<file path="src/rtl/port_route_pkg.sv">
package port_route_pkg;

  typedef enum logic {
    OWN_HS = 1'b0,
    OWN_CC = 1'b1
  } owner_e;

endpackage

</file>
<file path="src/rtl/port_owner_cell.sv">
module port_owner_cell
  import port_route_pkg::*;
(
  input  logic clk,
  input  logic rst,
  input  logic cfg_i,
  input  logic wr_i,
  input  logic wdata_i,
  input  logic attach_i,
  input  logic detach_i,
  output logic owner_n_o,
  output logic present_n_o,
  output logic owner_q_o
);

  owner_e owner_q, owner_n;
  logic   present_q, present_n;
  logic   cfg_q;

  always_comb begin
    if (detach_i)      present_n = 1'b0;
    else if (attach_i) present_n = 1'b1;
    else               present_n = present_q;
  end

  always_comb begin
    owner_n = owner_q;
    if (!cfg_i)                             owner_n = OWN_CC;
    else if (!cfg_q)                        owner_n = OWN_HS;
    else if (detach_i && owner_q == OWN_CC) owner_n = OWN_HS;
    else if (wr_i)                          owner_n = wdata_i ? OWN_CC : OWN_HS;
  end

  always_ff @(posedge clk) begin
    if (rst) begin
      owner_q   <= OWN_CC;
      present_q <= 1'b0;
      cfg_q     <= 1'b0;
    end else begin
      owner_q   <= owner_n;
      present_q <= present_n;
      cfg_q     <= cfg_i;
    end
  end

  assign owner_n_o   = owner_n;
  assign present_n_o = present_n;
  assign owner_q_o   = owner_q;

  // unconfigured means companion ownership
  a_r2_unconfigured_cc: assert property (@(posedge clk) disable iff (rst)
    !cfg_i |=> owner_q == OWN_CC);

  // removal from a released port hands it back
  a_r5_detach_returns: assert property (@(posedge clk) disable iff (rst)
    (cfg_i && cfg_q && detach_i && owner_q == OWN_CC) |=> owner_q == OWN_HS);

  // configuration edge claims the port
  a_r3_cfg_claims: assert property (@(posedge clk) disable iff (rst)
    (cfg_i && !cfg_q) |=> owner_q == OWN_HS);

  // simultaneous attach and detach leaves the port empty
  a_r9_detach_wins: assert property (@(posedge clk) disable iff (rst)
    (attach_i && detach_i) |=> !present_q);

endmodule

</file>
<file path="src/rtl/side_status.sv">
module side_status #(
  parameter int NUM_PORTS = 4
) (
  input  logic                 clk,
  input  logic                 rst,
  input  logic [NUM_PORTS-1:0] conn_n_i,
  input  logic [NUM_PORTS-1:0] clr_i,
  output logic [NUM_PORTS-1:0] conn_o,
  output logic [NUM_PORTS-1:0] chg_o
);

  logic [NUM_PORTS-1:0] conn_q, chg_q;

  always_ff @(posedge clk) begin
    if (rst) begin
      conn_q <= '0;
      chg_q  <= '0;
    end else begin
      conn_q <= conn_n_i;
      chg_q  <= (conn_n_i ^ conn_q) | (chg_q & ~clr_i);
    end
  end

  assign conn_o = conn_q;
  assign chg_o  = chg_q;

  // uncleared change bits hold
  a_r7_sticky: assert property (@(posedge clk) disable iff (rst)
    (|(chg_q & ~clr_i)) |=> ((chg_q & $past(chg_q & ~clr_i)) == $past(chg_q & ~clr_i)));

  // any connect movement leaves a change flag
  a_r10_move_flags: assert property (@(posedge clk) disable iff (rst)
    (|(conn_n_i ^ conn_q)) |=> ((chg_q & $past(conn_n_i ^ conn_q)) == $past(conn_n_i ^ conn_q)));

endmodule

</file>
<file path="src/rtl/route_select.sv">
module route_select #(
  parameter int NUM_PORTS = 4
) (
  input  logic                 clk,
  input  logic                 rst,
  input  logic [NUM_PORTS-1:0] owner_q_i,
  output logic [NUM_PORTS-1:0] sel_o
);

  logic [NUM_PORTS-1:0] sel_q;

  always_ff @(posedge clk) begin
    if (rst) sel_q <= '1;
    else     sel_q <= owner_q_i;
  end

  assign sel_o = sel_q;

endmodule

</file>
<file path="src/rtl/port_owner_router.sv">
module port_owner_router
  import port_route_pkg::*;
#(
  parameter int NUM_PORTS = 4
) (
  input  logic                 clk,
  input  logic                 rst,
  input  logic                 cfg_i,
  input  logic [NUM_PORTS-1:0] own_wr_i,
  input  logic [NUM_PORTS-1:0] own_wdata_i,
  input  logic [NUM_PORTS-1:0] attach_i,
  input  logic [NUM_PORTS-1:0] detach_i,
  input  logic [NUM_PORTS-1:0] hs_clr_i,
  input  logic [NUM_PORTS-1:0] cc_clr_i,
  output logic [NUM_PORTS-1:0] hs_conn_o,
  output logic [NUM_PORTS-1:0] hs_chg_o,
  output logic [NUM_PORTS-1:0] cc_conn_o,
  output logic [NUM_PORTS-1:0] cc_chg_o,
  output logic [NUM_PORTS-1:0] route_cc_o
);

  logic [NUM_PORTS-1:0] owner_n, present_n, owner_q;
  logic [NUM_PORTS-1:0] hs_conn_n, cc_conn_n;

  for (genvar p = 0; p < NUM_PORTS; p++) begin : g_port
    port_owner_cell i_cell (
      .clk        (clk),
      .rst        (rst),
      .cfg_i      (cfg_i),
      .wr_i       (own_wr_i[p]),
      .wdata_i    (own_wdata_i[p]),
      .attach_i   (attach_i[p]),
      .detach_i   (detach_i[p]),
      .owner_n_o  (owner_n[p]),
      .present_n_o(present_n[p]),
      .owner_q_o  (owner_q[p])
    );

    // select moves only after the losing side already shows no device
    a_r8_cc_after_hs_drop: assert property (@(posedge clk) disable iff (rst)
      $rose(route_cc_o[p]) |-> !$past(hs_conn_o[p]));
    a_r8_hs_after_cc_drop: assert property (@(posedge clk) disable iff (rst)
      $fell(route_cc_o[p]) |-> !$past(cc_conn_o[p]));
  end

  assign hs_conn_n = present_n & ~owner_n;
  assign cc_conn_n = present_n &  owner_n;

  side_status #(.NUM_PORTS(NUM_PORTS)) i_hs_side (
    .clk     (clk),
    .rst     (rst),
    .conn_n_i(hs_conn_n),
    .clr_i   (hs_clr_i),
    .conn_o  (hs_conn_o),
    .chg_o   (hs_chg_o)
  );

  side_status #(.NUM_PORTS(NUM_PORTS)) i_cc_side (
    .clk     (clk),
    .rst     (rst),
    .conn_n_i(cc_conn_n),
    .clr_i   (cc_clr_i),
    .conn_o  (cc_conn_o),
    .chg_o   (cc_chg_o)
  );

  route_select #(.NUM_PORTS(NUM_PORTS)) i_route (
    .clk      (clk),
    .rst      (rst),
    .owner_q_i(owner_q),
    .sel_o    (route_cc_o)
  );

  // a port is never shown to both sides
  a_r11_exclusive: assert property (@(posedge clk) disable iff (rst)
    (hs_conn_o & cc_conn_o) == '0);

  // losing configuration removes every device from the high-speed view
  a_r6_cfg_drop_clears_hs: assert property (@(posedge clk) disable iff (rst)
    !cfg_i |=> hs_conn_o == '0);

endmodule

</file>
<file path="config.mk">
export PLATFORM = sky130hd
export DESIGN_NAME = port_owner_router
export DESIGN_NICKNAME = d
export VERILOG_FILES = /design/src/rtl/port_route_pkg.sv /design/src/rtl/port_owner_cell.sv /design/src/rtl/side_status.sv /design/src/rtl/route_select.sv /design/src/rtl/port_owner_router.sv
export SDC_FILE = /design/constraint.sdc
export NUM_CORES = 1
export LEC_CHECK = 0
export BUFFER_PORTS_ARGS = -buffer_cell sky130_fd_sc_hd__clkbuf_2
export CORE_ASPECT_RATIO = 0.9
export CORE_UTILIZATION = 37
export DETAILED_ROUTE_END_ITERATION = 8
export PLACE_DENSITY = 0.75
export SLEW_MARGIN = 25
export SYNTH_ARGS = -nofsm -noshare
export SYNTH_HDL_FRONTEND = slang
export SYNTH_SLANG_ARGS = --single-unit
export TNS_END_PERCENT = 20
</file>
<file path="constraint.sdc">
create_clock -name clk -period 1.4 [get_ports clk]
set_clock_uncertainty 0.15 [all_clocks]
set_input_delay 0.28 -clock clk [delete_from_list [all_inputs] [get_ports clk]]
set_output_delay 0.28 -clock clk [all_outputs]
set_load 0.005 [all_outputs]
</file>
## Word-level counts from Yosys, hierarchy flattened

Index checks and enable logic that the tools add are counted.

| operators by class | value |
|---|---|
| reduce and logical (&&, ||, !) cells | 4 |
| muxes and demuxes | 28 |
| bitwise operators | 11 |

Operators with widths:

| kind | count |
|---|---|
| $mux 1 | 28 |
| $and 4x4->4 | 4 |
| $not 4->4 | 3 |
| $or 4x4->4 | 2 |
| $xor 4x4->4 | 2 |
| $logic_and 1x1->1 | 4 |

| word-level totals | value |
|---|---|
| word-level logic and storage cells | 57 |
| flip-flop bits (word level) | 29 |
| output and inout bits | 20 |
| input bits | 27 |

## Logic depth before layout (Yosys ltp)

| logic depth | value |
|---|---|
| word-level depth | 9 |
| mapped depth | 5 |

## By module

Synthesis repeated with hierarchy kept, for this count alone.

| second synthesis, totals | value |
|---|---|
| cells, all modules | 108 |
| area, all modules | 1126.1 um^2 |

By module, submodules not included:

| module | instances | cells each | area each (um^2) | seq. area each (um^2) |
|---|---|---|---|---|
| side_status | 2 | 24 | 267.8 | 160.2 |
| port_owner_cell | 4 | 11 | 108.9 | 60.1 |
| route_select | 1 | 8 | 105.1 | 80.1 |
| port_owner_router | 1 | 8 | 50.0 | 0.0 |

## Least setup slack after synthesis

Ideal clock, no wire load.

| path | value |
|---|---|
| kind | register -> register |
| start point | reg g_port[2].i_cell.cfg_q (netlist name) |
| end point | reg i_cc_side.chg_q[1] (netlist: i_cc_side.chg_o[1]) |
| path slack | -0.046 ns |
| setup time | 0.075 ns |
| arrival | 1.222 ns |
| cell stages (with the launch flop) | 5 |
| path buffers | 0 |
| cell sequence | dfxtp_1 a21bo_2 o21a_1 or3_1 a31oi_1 |

RTL lines:

| element | line | text |
|---|---|---|
| to (signal assigned) | side_status.sv:20 | `chg_q <= (conn_n_i ^ conn_q) \| (chg_q & ~clr_i);` |
| to (decl) | side_status.sv:12 | `logic [NUM_PORTS-1:0] conn_q, chg_q;` |

## Final worst setup path

| path | value |
|---|---|
| start point | reg g_port[2].i_cell.cfg_q |
| end point | reg i_cc_side.chg_q[2] (netlist: i_cc_side.chg_o[2]) |

| on the way | value |
|---|---|
| word-level cells in the longest chain between the ends | 5 |

Ends and longest elaborated chain:

| element | line | text |
|---|---|---|
| from (decl) | port_owner_cell.sv:18 | `logic cfg_q;` |
| from (signal assigned) | port_owner_cell.sv:42 | `cfg_q <= cfg_i;` |
| $mux 1 | port_owner_cell.sv:29 | `else if (!cfg_q) owner_n = OWN_HS;` |
| $mux 1 | port_owner_cell.sv:28 | `if (!cfg_i) owner_n = OWN_CC;` |
| $and 4x4->4 | port_owner_router.sv:47 | `assign cc_conn_n = present_n & owner_n;` |
| $xor 4x4->4 | side_status.sv:20 |  |
| $or 4x4->4 | side_status.sv:20 |  |

Every way passes these cells.
A chain may end at the register's enable or synchronous reset.

==> impl_metrics.ini <==
[clock_tree]
cts-root-buf = sky130_fd_sc_hd__clkbuf_4
htreeDepth = 2
cts.sink_count = 29
cts.clk_slew.worst_paths_ns = 0.09
holdBufCountCts = 0
clock_path_buffers = 2
worst_skew_pair.late_latency_ns = 0.32
cts-buffers-inserted = 5
cts_tree = done

[critical_path]
worst_setup_path_end_kind = flop
reg2regPathDepth = 4
crit_arrival_ns = 1.58
path_class = reg2reg
crit_required_ns = 1.50
timing.critical_path.from_type = flop
worstPathMaxFanout = 4

[synthesis]
synthesis.area_sq_um = 1140
top_cell_type_s_share_of_synthesized_area_pct = 50.8
ys_seq_elements = 29
synth.most_common_cell = sky130_fd_sc_hd__dfxtp_1
synth_cells = 119
synth_area_leader_cell = sky130_fd_sc_hd__dfxtp_1
synthTopCellsByCount = 29 x sky130_fd_sc_hd__dfxtp_1, 8 x sky130_fd_sc_hd__nor3_1, 7 x sky130_fd_sc_hd__nor2_1
synth_top_flop_cell = sky130_fd_sc_hd__dfxtp_1
post_synth_num_cell_types = 30
yosysWarnings = 0
postSynth.asyncResetShare_pct = 0
synth_edf_count = 0
synth_fp_nets = 146
synth_sequential_area_ratio_pct = 50.8
synth_area_leaders = sky130_fd_sc_hd__dfxtp_1 51%, sky130_fd_sc_hd__nor3_1 3.5%, sky130_fd_sc_hd__nand2b_1 3.3%
postSynthAreaPerCell_sq_um = 9.61

[power]
power_per_unit_of_standard_cell_area_nw_per_um2 = 1070
swShare_pct = 24.5
internal_power_w = 0.00128
pwr-share-seq_pct = 52.5
power_switching_w = 0.000415
static_leakage_nw = 0.716
vdd.ir_drop.worst_uv = 727
comb_power_share_pct = 13.5
clock_power_share_pct = 34.0

[min_path]
hold_path.class = in2reg
min_delay_path_depth = 3

[timing]
finalWorstSetupSlack_ns = -0.0798
final-setup-viol-count = 3
achievable-frequency_ghz = 0.676
hold_slack_ns = 0.0870
period_minus_slack_ns = 1.48
timing.final.crit_share_pct = 106
setup_total_negative_slack_ns = -0.185
grt_setup_unrepaired = yes
report.final.hold_viol_count = 0
timing_max_transition_violations_final = 0
timing.slew.headroom_pct = 69.8
tightestPinTransition_ns = 0.452

[finish]
finalInstanceArea_sq_um = 1590
insertedDiodeCount = 0
drive_gt1_share_pct = 45.6
area_growth_syn_to_fin_pct = 38.9
postLayoutCoreUtil_pct = 56.0
stdcell_count = 220
filler_cell_count = 277
design.final.nets = 206

[floorplanning]
pin_count = 47
placement_rows = 18
design.die.area_sq_um = 3320
chipHeight_um = 54.7
die-width_um = 60.6
initial_standard_cell_utilization_of_the_core_pct = 40.3
core_area_sq_um = 2840

[routing]
routed_wire_length_per_instance_um = 11.8
detailedRoute.firstIterationViolations = 26
dr_total_vias = 1067
vias_per_cell = 4.85
drc_errors = 0
wirelength_um = 2600
final_antenna_net_count = 0
drtPass1Iterations = 4

[place]
buffer_ports.inserted = 46
place.detailed.instances = 210
gpl.final_weighted_congestion = 0.815
placed_inst_area_sq_um = 1470
hpwl_um = 2020

[grt]
grt_pass1_wl_um = 4190
grt_max_degree = 23
grt_antenna_before_repair = 0
overall_global_routing_usage_pct = 18.2
via_count_of_the_first_global_routing_pass = 1039
grt_remaining_overflow = 0

[run]
max-cap-violations = 0

[status]
status = complete, but fails checks
violations = negative setup slack
-- per-layer routing --
| metal | up-vias | track usage (%) | wire [um] |
|---|---|---|---|
| li1 | 554 | - | - |
| met1 | 467 | 17.8 | 1090 |
| met2 | 42 | 32.4 | 1300 |
| met3 | 4 | 8.51 | 193 |
| met4 | 0 | 9.09 | 14 |
| met5 | - | 0 | 0 |
-- state kept, by name (all words and copies together), names as in the netlist --
register	cells
g_port.i_cell.owner_q_o	4
g_port.i_cell.present_q	4
i_cc_side.chg_o	4
i_cc_side.conn_o	4
i_hs_side.chg_o	4
i_hs_side.conn_o	4
i_route.sel_o	4
g_port.i_cell.cfg_q	1
-- cell families after synthesis --
family          after synthesis  synth area share (%)
buf+inv                       9                  3.06
compound gates               30                  20.7
simple gates                 49                  23.7
flops                        29                  50.8
mux                           2                  1.75
-- timing repair --
| item | 4_1_cts | 5_1_grt |
|---|---|---|
| pin swaps | 3 | 4 |
| setup buffers | 2 | 0 |
| gates resized for setup | 5 | 5 |
| gates cloned | 0 | 0 |
| setup endpoints to repair | 6 | 10 |
-- stage by stage --
stage | setup slack [ns] | power [W]
floorplan | -0.0263 | 0.00102
global placement | -0.0848 | 0.00111
detailed placement | -0.107 | 0.00112
CTS | -0.0854 | 0.00170
global route | -0.130 | 0.00178
finish | -0.0798 | 0.00169
-- area by class of cell --
| cell class | count | area (sq um) | area share (%) |
|---|---|---|---|
| clock buffer | 7 | 65.1 | 4.09 |
| clock inverter | 1 | 5.00 | 0.315 |
| multi-input combinational | 81 | 551 | 34.6 |
| timing repair buffer | 56 | 309 | 19.4 |
| tap | 40 | 50.0 | 3.15 |
| sequential | 29 | 587 | 36.9 |
| inverter | 6 | 22.5 | 1.42 |
-- power by group through the flow --
stage                     combinational [W]  clock [W]  sequential [W]
after global routing               0.000254   0.000633        0.000895
after CTS                          0.000226   0.000588        0.000890
after detailed placement           0.000216          0        0.000909
after floorplan                    0.000109          0        0.000907
final                              0.000229   0.000576        0.000889
after global placement             0.000207          0        0.000905
-- layout by cell type, fill, tap and decap left out, types with 4 or more instances in the layout --
master                      n
sky130_fd_sc_hd__clkbuf_4   5
sky130_fd_sc_hd__or2_2      4
sky130_fd_sc_hd__o21a_1     4
sky130_fd_sc_hd__inv_1      6
sky130_fd_sc_hd__clkbuf_2  46
sky130_fd_sc_hd__dfxtp_1   26
sky130_fd_sc_hd__nor2_1     7
sky130_fd_sc_hd__nand2_1    4
sky130_fd_sc_hd__nand4_1    4
sky130_fd_sc_hd__a31oi_1    4
sky130_fd_sc_hd__nor3_1     8
sky130_fd_sc_hd__nand2b_1   6
sky130_fd_sc_hd__nand3_1    4
sky130_fd_sc_hd__nor2b_1    4
sky130_fd_sc_hd__o21bai_1   4
sky130_fd_sc_hd__buf_4      9
-- critical path, stage by stage (launching register included) --
cell	delay [ns]
sky130_fd_sc_hd__dfxtp_4	0.37
sky130_fd_sc_hd__a21bo_4	0.22
sky130_fd_sc_hd__o21a_1	0.18
sky130_fd_sc_hd__or3_1	0.34
sky130_fd_sc_hd__a31oi_1	0.14
-- path summary, 6_finish.rpt --
check / slack [ns] / to / start
setup / recovery: -0.08 / i_cc_side.chg_o[2] / g_port[2].i_cell.cfg_q
hold / removal: 0.09 / i_cc_side.chg_o[2] / cc_clr_i[2]
setup reg to reg: -0.08 / i_cc_side.chg_o[2] / g_port[2].i_cell.cfg_q
hold reg to reg: 0.30 / i_route.sel_o[0] / g_port[0].i_cell.owner_q_o
Power figures use the tool's default switching activity.
